`src/rtl/sclk_pkg.sv`:
```
package sclk_pkg;
  localparam int unsigned REG_W      = 32;
  localparam int unsigned SRC_MAX    = 8;
  localparam int unsigned SEL_FLD_W  = 3;
  localparam int unsigned DIV_FLD_W  = 4;
  localparam int unsigned STEP_FLD_W = 3;
  // oscillator register
  localparam int unsigned GO_BIT     = 0;
  localparam int unsigned REQ_LSB    = 8;
  localparam int unsigned CUR_LSB    = 12;
  // slew register
  localparam int unsigned BUSY_BIT   = 0;
  localparam int unsigned DN_BIT     = 1;
  localparam int unsigned UP_BIT     = 2;
  localparam int unsigned STEP_LSB   = 8;
  localparam int unsigned DIV_LSB    = 20;
  typedef enum logic {ADDR_OSC = 1'b0, ADDR_SLEW = 1'b1} reg_addr_e;
endpackage

```
`src/rtl/sclk_src_switch.sv`:
```
module sclk_src_switch #(
  parameter int unsigned NUM_SRC = 8,
  parameter int unsigned SEL_W   = 3
) (
  input  logic               clk_i,
  input  logic               rst_ni,
  input  logic               wr_i,
  input  logic [SEL_W-1:0]   wr_sel_i,
  input  logic               wr_go_i,
  input  logic [NUM_SRC-1:0] src_clk_i,
  input  logic [NUM_SRC-1:0] src_rdy_i,
  output logic [SEL_W-1:0]   req_o,
  output logic [SEL_W-1:0]   cur_o,
  output logic               pend_o,
  output logic               mux_clk_o
);
  logic [SEL_W-1:0]   req_q, cur_q;
  logic               pend_q;
  logic [NUM_SRC-1:0] sel_oh;
  logic               old_low, new_low;

  for (genvar g = 0; g < NUM_SRC; g++) begin : g_sel
    assign sel_oh[g] = (cur_q == SEL_W'(g));
  end
  assign mux_clk_o = |(src_clk_i & sel_oh);

  assign old_low = !src_clk_i[cur_q];
  assign new_low = !src_clk_i[req_q];

  always_ff @(posedge clk_i or negedge rst_ni) begin
    if (!rst_ni) begin
      req_q  <= '0;
      cur_q  <= '0;
      pend_q <= 1'b0;
    end else if (!pend_q) begin
      if (wr_i) begin
        req_q  <= wr_sel_i;
        pend_q <= wr_go_i;
      end
    end else if (!src_rdy_i[req_q]) begin
      pend_q <= 1'b0;                 // refused
    end else if (old_low && new_low) begin
      cur_q  <= req_q;
      pend_q <= 1'b0;
    end
  end

  assign req_o  = req_q;
  assign cur_o  = cur_q;
  assign pend_o = pend_q;


  glitch_free_chk: assert property (@(posedge clk_i) disable iff (!rst_ni)
    (cur_q != $past(cur_q)) |-> (!$past(src_clk_i[cur_q]) && !$past(src_clk_i[req_q])));

  change_on_done_chk: assert property (@(posedge clk_i) disable iff (!rst_ni)
    (cur_q != $past(cur_q)) |-> ($fell(pend_q) && cur_q == $past(req_q)));

  reject_hold_chk: assert property (@(posedge clk_i) disable iff (!rst_ni)
    ($fell(pend_q) && !$past(src_rdy_i[req_q])) |-> $stable(cur_q));

  req_hold_chk: assert property (@(posedge clk_i) disable iff (!rst_ni)
    $past(pend_q) |-> $stable(req_q));
endmodule

```
`src/rtl/sclk_slew_div.sv`:
```
module sclk_slew_div #(
  parameter int unsigned DIV_W  = 4,
  parameter int unsigned STEP_W = 3
) (
  input  logic              clk_i,
  input  logic              rst_ni,
  input  logic              wr_i,
  input  logic              up_en_i,
  input  logic              dn_en_i,
  input  logic [STEP_W-1:0] step_i,
  input  logic [DIV_W-1:0]  tgt_i,
  output logic              up_en_o,
  output logic              dn_en_o,
  output logic [STEP_W-1:0] step_o,
  output logic [DIV_W-1:0]  tgt_o,
  output logic [DIV_W-1:0]  act_o,
  output logic              busy_o
);
  logic [DIV_W-1:0]  tgt_q, act_q;
  logic [STEP_W-1:0] step_q, cnt_q;
  logic              up_q, dn_q;
  logic              going_up, slew_on;

  assign busy_o   = (tgt_q != act_q);
  assign going_up = (tgt_q < act_q);  // smaller division, higher frequency
  assign slew_on  = busy_o && (going_up ? up_q : dn_q);

  always_ff @(posedge clk_i or negedge rst_ni) begin
    if (!rst_ni) begin
      tgt_q  <= '0;
      act_q  <= '0;
      step_q <= '0;
      cnt_q  <= '0;
      up_q   <= 1'b0;
      dn_q   <= 1'b0;
    end else if (wr_i && !busy_o) begin
      tgt_q  <= tgt_i;
      step_q <= step_i;
      up_q   <= up_en_i;
      dn_q   <= dn_en_i;
      cnt_q  <= '0;
    end else if (busy_o) begin
      if (!slew_on) begin
        act_q <= tgt_q;
        cnt_q <= '0;
      end else if (cnt_q == step_q) begin
        act_q <= going_up ? act_q - DIV_W'(1) : act_q + DIV_W'(1);
        cnt_q <= '0;
      end else begin
        cnt_q <= cnt_q + STEP_W'(1);
      end
    end
  end

  assign up_en_o = up_q;
  assign dn_en_o = dn_q;
  assign step_o  = step_q;
  assign tgt_o   = tgt_q;
  assign act_o   = act_q;


  one_step_chk: assert property (@(posedge clk_i) disable iff (!rst_ni)
    ($past(slew_on) && !$stable(act_q)) |->
      ((act_q == $past(act_q) + DIV_W'(1)) || (act_q + DIV_W'(1) == $past(act_q))));

  busy_cfg_chk: assert property (@(posedge clk_i) disable iff (!rst_ni)
    $past(busy_o) |-> ($stable(tgt_q) && $stable(step_q)));

  settle_chk: assert property (@(posedge clk_i) disable iff (!rst_ni)
    !$stable(act_q) |-> $past(busy_o));
endmodule

```
`src/rtl/sclk_switch.sv`:
```
module sclk_switch
  import sclk_pkg::*;
#(
  parameter int unsigned NUM_SRC = SRC_MAX
) (
  input  logic               clk_i,
  input  logic               rst_ni,
  input  logic               wr_en_i,
  input  logic               addr_i,
  input  logic [REG_W-1:0]   wdata_i,
  output logic [REG_W-1:0]   rdata_o,
  input  logic [NUM_SRC-1:0] src_clk_i,
  input  logic [NUM_SRC-1:0] src_rdy_i,
  output logic               mux_clk_o,
  output logic [DIV_FLD_W-1:0] div_act_o
);
  localparam int unsigned SEL_W = (NUM_SRC > 1) ? $clog2(NUM_SRC) : 1;

  logic              wr_osc, wr_slew;
  logic [SEL_W-1:0]  req_sel, cur_sel;
  logic              pend;
  logic              up_en, dn_en, busy;
  logic [STEP_FLD_W-1:0] step;
  logic [DIV_FLD_W-1:0]  tgt;
  logic              unused_wdata;

  assign wr_osc  = wr_en_i && (addr_i == ADDR_OSC);
  assign wr_slew = wr_en_i && (addr_i == ADDR_SLEW);
  assign unused_wdata = ^{wdata_i[31:24], wdata_i[19:11], wdata_i[7:3]};

  sclk_src_switch #(.NUM_SRC(NUM_SRC), .SEL_W(SEL_W)) u_sw (
    .clk_i     (clk_i),
    .rst_ni    (rst_ni),
    .wr_i      (wr_osc),
    .wr_sel_i  (wdata_i[REQ_LSB +: SEL_W]),
    .wr_go_i   (wdata_i[GO_BIT]),
    .src_clk_i (src_clk_i),
    .src_rdy_i (src_rdy_i),
    .req_o     (req_sel),
    .cur_o     (cur_sel),
    .pend_o    (pend),
    .mux_clk_o (mux_clk_o)
  );

  sclk_slew_div #(.DIV_W(DIV_FLD_W), .STEP_W(STEP_FLD_W)) u_slew (
    .clk_i   (clk_i),
    .rst_ni  (rst_ni),
    .wr_i    (wr_slew),
    .up_en_i (wdata_i[UP_BIT]),
    .dn_en_i (wdata_i[DN_BIT]),
    .step_i  (wdata_i[STEP_LSB +: STEP_FLD_W]),
    .tgt_i   (wdata_i[DIV_LSB +: DIV_FLD_W]),
    .up_en_o (up_en),
    .dn_en_o (dn_en),
    .step_o  (step),
    .tgt_o   (tgt),
    .act_o   (div_act_o),
    .busy_o  (busy)
  );

  always_comb begin
    rdata_o = '0;
    if (addr_i == ADDR_OSC) begin
      rdata_o[GO_BIT]             = pend;
      rdata_o[REQ_LSB +: SEL_W]   = req_sel;
      rdata_o[CUR_LSB +: SEL_W]   = cur_sel;
    end else begin
      rdata_o[BUSY_BIT]                = busy;
      rdata_o[DN_BIT]                  = dn_en;
      rdata_o[UP_BIT]                  = up_en;
      rdata_o[STEP_LSB +: STEP_FLD_W]  = step;
      rdata_o[DIV_LSB +: DIV_FLD_W]    = tgt;
    end
  end
endmodule

```
`config.mk`:
```
export PLATFORM = sky130hd
export DESIGN_NAME = sclk_switch
export DESIGN_NICKNAME = d
export VERILOG_FILES = /design/src/rtl/sclk_pkg.sv /design/src/rtl/sclk_src_switch.sv /design/src/rtl/sclk_slew_div.sv /design/src/rtl/sclk_switch.sv
export SDC_FILE = /design/constraint.sdc
export NUM_CORES = 1
export LEC_CHECK = 0
export BUFFER_PORTS_ARGS = -buffer_cell sky130_fd_sc_hd__buf_4
export CAP_MARGIN = 40
export CELL_PAD_IN_SITES_DETAIL_PLACEMENT = 2
export CELL_PAD_IN_SITES_GLOBAL_PLACEMENT = 2
export CORE_MARGIN = 2
export CORE_UTILIZATION = 29
export DETAILED_ROUTE_END_ITERATION = 7
export GPL_TIMING_DRIVEN = 1
export PLACE_DENSITY = 0.95
export SLEW_MARGIN = 20
export SYNTH_ARGS = -nofsm -noshare
export SYNTH_HDL_FRONTEND = slang
export SYNTH_HIERARCHICAL = 1
export SYNTH_SLANG_ARGS = --single-unit
```
`constraint.sdc`:
```
create_clock -name clk_i -period 7.3 [get_ports clk_i]
set_clock_uncertainty 0.05 [all_clocks]
set_input_delay 0.73 -clock clk_i [delete_from_list [all_inputs] [get_ports clk_i]]
set_output_delay 0.73 -clock clk_i [all_outputs]
set_load 0.02 [all_outputs]
```
==> qor.yml <==
status: "complete, no violations"
critPathRequiredTime_ns: 6.52
cts_sinks: 23
stdcell_count: 270
synth-seq-cells: 23
crit_buf_inv: 3
rrSetupSlack_ns: 4.57
start_util: 0.295
io_buffers: 47
critical_path.cell_chain: "inv_1 -> ha_1 -> and4_1 -> inv_1 -> mux2_2 -> buf_4"
cts_setup_buffers: 0
final_common_cell: "buf_4"
drt_wl_total_mm: 4.65
path_clk_slew_ns: 0.08
fp.coreArea_mm2: 0.00582
hold_class: "input port to async pin"
cts_buffers: 3
wl_per_cell_um: 17.2
leakagePower_nw: 1.02
fmax_mhz: 339
ant_nets: 0
design_area_mm2: 0.00210
pwr-share-seq: 0.272
holdBufCountCts: 0
cp_top_family: "buffers and inverters"
drive_gt1_frac: 0.415
drv_slew: 0
crit_type: "flip-flop to output port"
ys_warn_count: 6
ys_seq_area_frac: 0.336
synth_edf_count: 0
hpwl_mm: 3.85
irDropWorstVdd_uv: 145
pre_cts_ws_ns: 4.60
antenna_cells: 0
syn2layout_area_growth_pct: 22.8
gr-total-overflow: 0
io_pins: 89
gr-usage-all-layers: 0.144
drt_iter0_markers: 20
grt_max_degree: 24
placed_cells: 266
r2r_start: "u_slew/act_o[1]$_DFFE_PN0P_"
cts_resized: 0
synth_area_mm2: 0.00171
syn_avg_cell_area_um2: 11.6
die-area_mm2: 0.00654
crit_arrival_ns: 2.17
finalWorstSetupSlack_ns: 4.35
place.gp.congestion: 0.775
grt_pass1_vias: 1384
cts.path.max_buffers: 2
layout_common_cells: "buf_4 (47), dfrtp_1 (23), conb_1 (19)"
share_comb_of_total_power: 0.643
cp-end-kind: "output port"
drc: 0
hold_slack_ns: 0.295
p_int_uw: 505
post-route-period-util: 0.404
power_uw: 928
p_clk_frac: 0.085
cp_slowest_stage_delay_ns: 0.42
ys.flop_type: "dfrtp_1"
fin_util: 0.362
vias: 1267
seq_area_um2: 576
period_needed_ns: 2.95
viasPerCell: 4.69
nFillCells: 668
power.density_mw_per_mm2: 441
switching_share: 0.456
critical_path.most_common_cell: "inv_1"
multi_input_comb_area_mm2: 0.00100
rows: 28
tritoncts: "done"
synthArstFlopShare: 1.00
antenna_found_initial: 0
postPlaceCellArea_mm2: 0.00206
final_nets: 256
cap_violations: 0
grt_first_pass_wirelength_mm: 7.21
cp-start-kind: "flip-flop"
finalHoldViolations: 0
switchingPower_uw: 423
die_h_um: 80.9
startpoint: "u_slew/act_o[1]$_DFFE_PN0P_"
insertion_delay_ns: 0.26
yosys.cell_types.count: 44
syn_inst: 148
root_buffer: "clkbuf_8"
crit_fanout: 8
cts_max_level: 1
crit_slowest_cell: "dfrtp_1"
rsz0062_at_grt: "false"
first_pass_iters: 4
tns_ns: 0
die_w_um: 80.9
setup_viol: 0
==> path summary, 6_finish.rpt <==
path	endpoint	cells after the start
min	u_slew/tgt_o[1]$_DFFE_PN0P_	1
max in group asynchronous	u_slew/cnt_q[0]$_DFFE_PN0P_	1
max reg2reg	u_slew/act_o[3]$_DFFE_PN0P_	12
min in group clk_i	u_slew/dn_en_o$_DFFE_PN0P_	1
max	rdata_o[0]	6
min reg2reg	u_slew/dn_en_o$_DFFE_PN0P_	1
==> cells by family (layout without fill, tap and decap cells) <==
| logic type | after synthesis | count (layout) | synth area share |
|---|---|---|---|
| other cells | 1 | 19 | 0.00219 |
| fa+ha+maj | 8 | 8 | 0.0628 |
| flops | 23 | 23 | 0.336 |
| xor+xnor | 5 | 5 | 0.0255 |
| compound gates | 23 | 23 | 0.113 |
| mux | 28 | 28 | 0.230 |
| simple gates | 29 | 29 | 0.112 |
| buf+inv | 31 | 60 | 0.119 |
==> cells in the mapped netlist, drive strengths merged (3+ instances only) <==
cell,instances,area [um^2]
buf,22,170
nor2b,5,38.8
and2,7,43.8
a21oi,4,23.8
dfrtp,23,576
ha,7,87.6
inv,9,33.8
mux4,5,124
nand2,7,26.3
xnor2,4,35.0
mux2,19,214
o2bb2ai,3,26.3
mux2i,4,56.3
a2bb2oi,4,35.0
==> sequential cells by signal, summed over array words and instances, names as in the netlist <==
register	cells
u_slew/dn_en_o	1
u_slew/up_en_o	1
u_slew/step_o	3
u_sw/pend_o	1
u_sw/cur_o	3
u_slew/cnt_q	3
u_slew/act_o	4
u_sw/req_o	3
u_slew/tgt_o	4
==> power groups by stage <==
stage,sequential [mW],combinational (mW),clock (mW)
final,0.253,0.597,0.0787
after global routing,0.263,0.651,0.0867
after CTS,0.255,0.603,0.0813
after detailed placement,0.257,0.593,0
after global placement,0.251,0.550,0
after floorplan,0.243,0.432,0
==> routing by layer <==
layer	wire, um	track usage	vias up
li1	-	-	591
met1	1960	0.184	636
met2	2470	0.256	32
met3	125	0.0156	8
met4	91	0.0424	0
met5	0	0	-
==> cell type report <==
type / instances / share of cell area
Clock buffer: 3 / 0.0196
Clock inverter: 1 / 0.00238
Inverter: 9 / 0.0161
Multi-Input combinational cell: 112 / 0.476
Sequential cell: 23 / 0.273
Tap cell: 75 / 0.0446
Timing Repair Buffer: 47 / 0.168
Power figures use the tool's default switching activity.
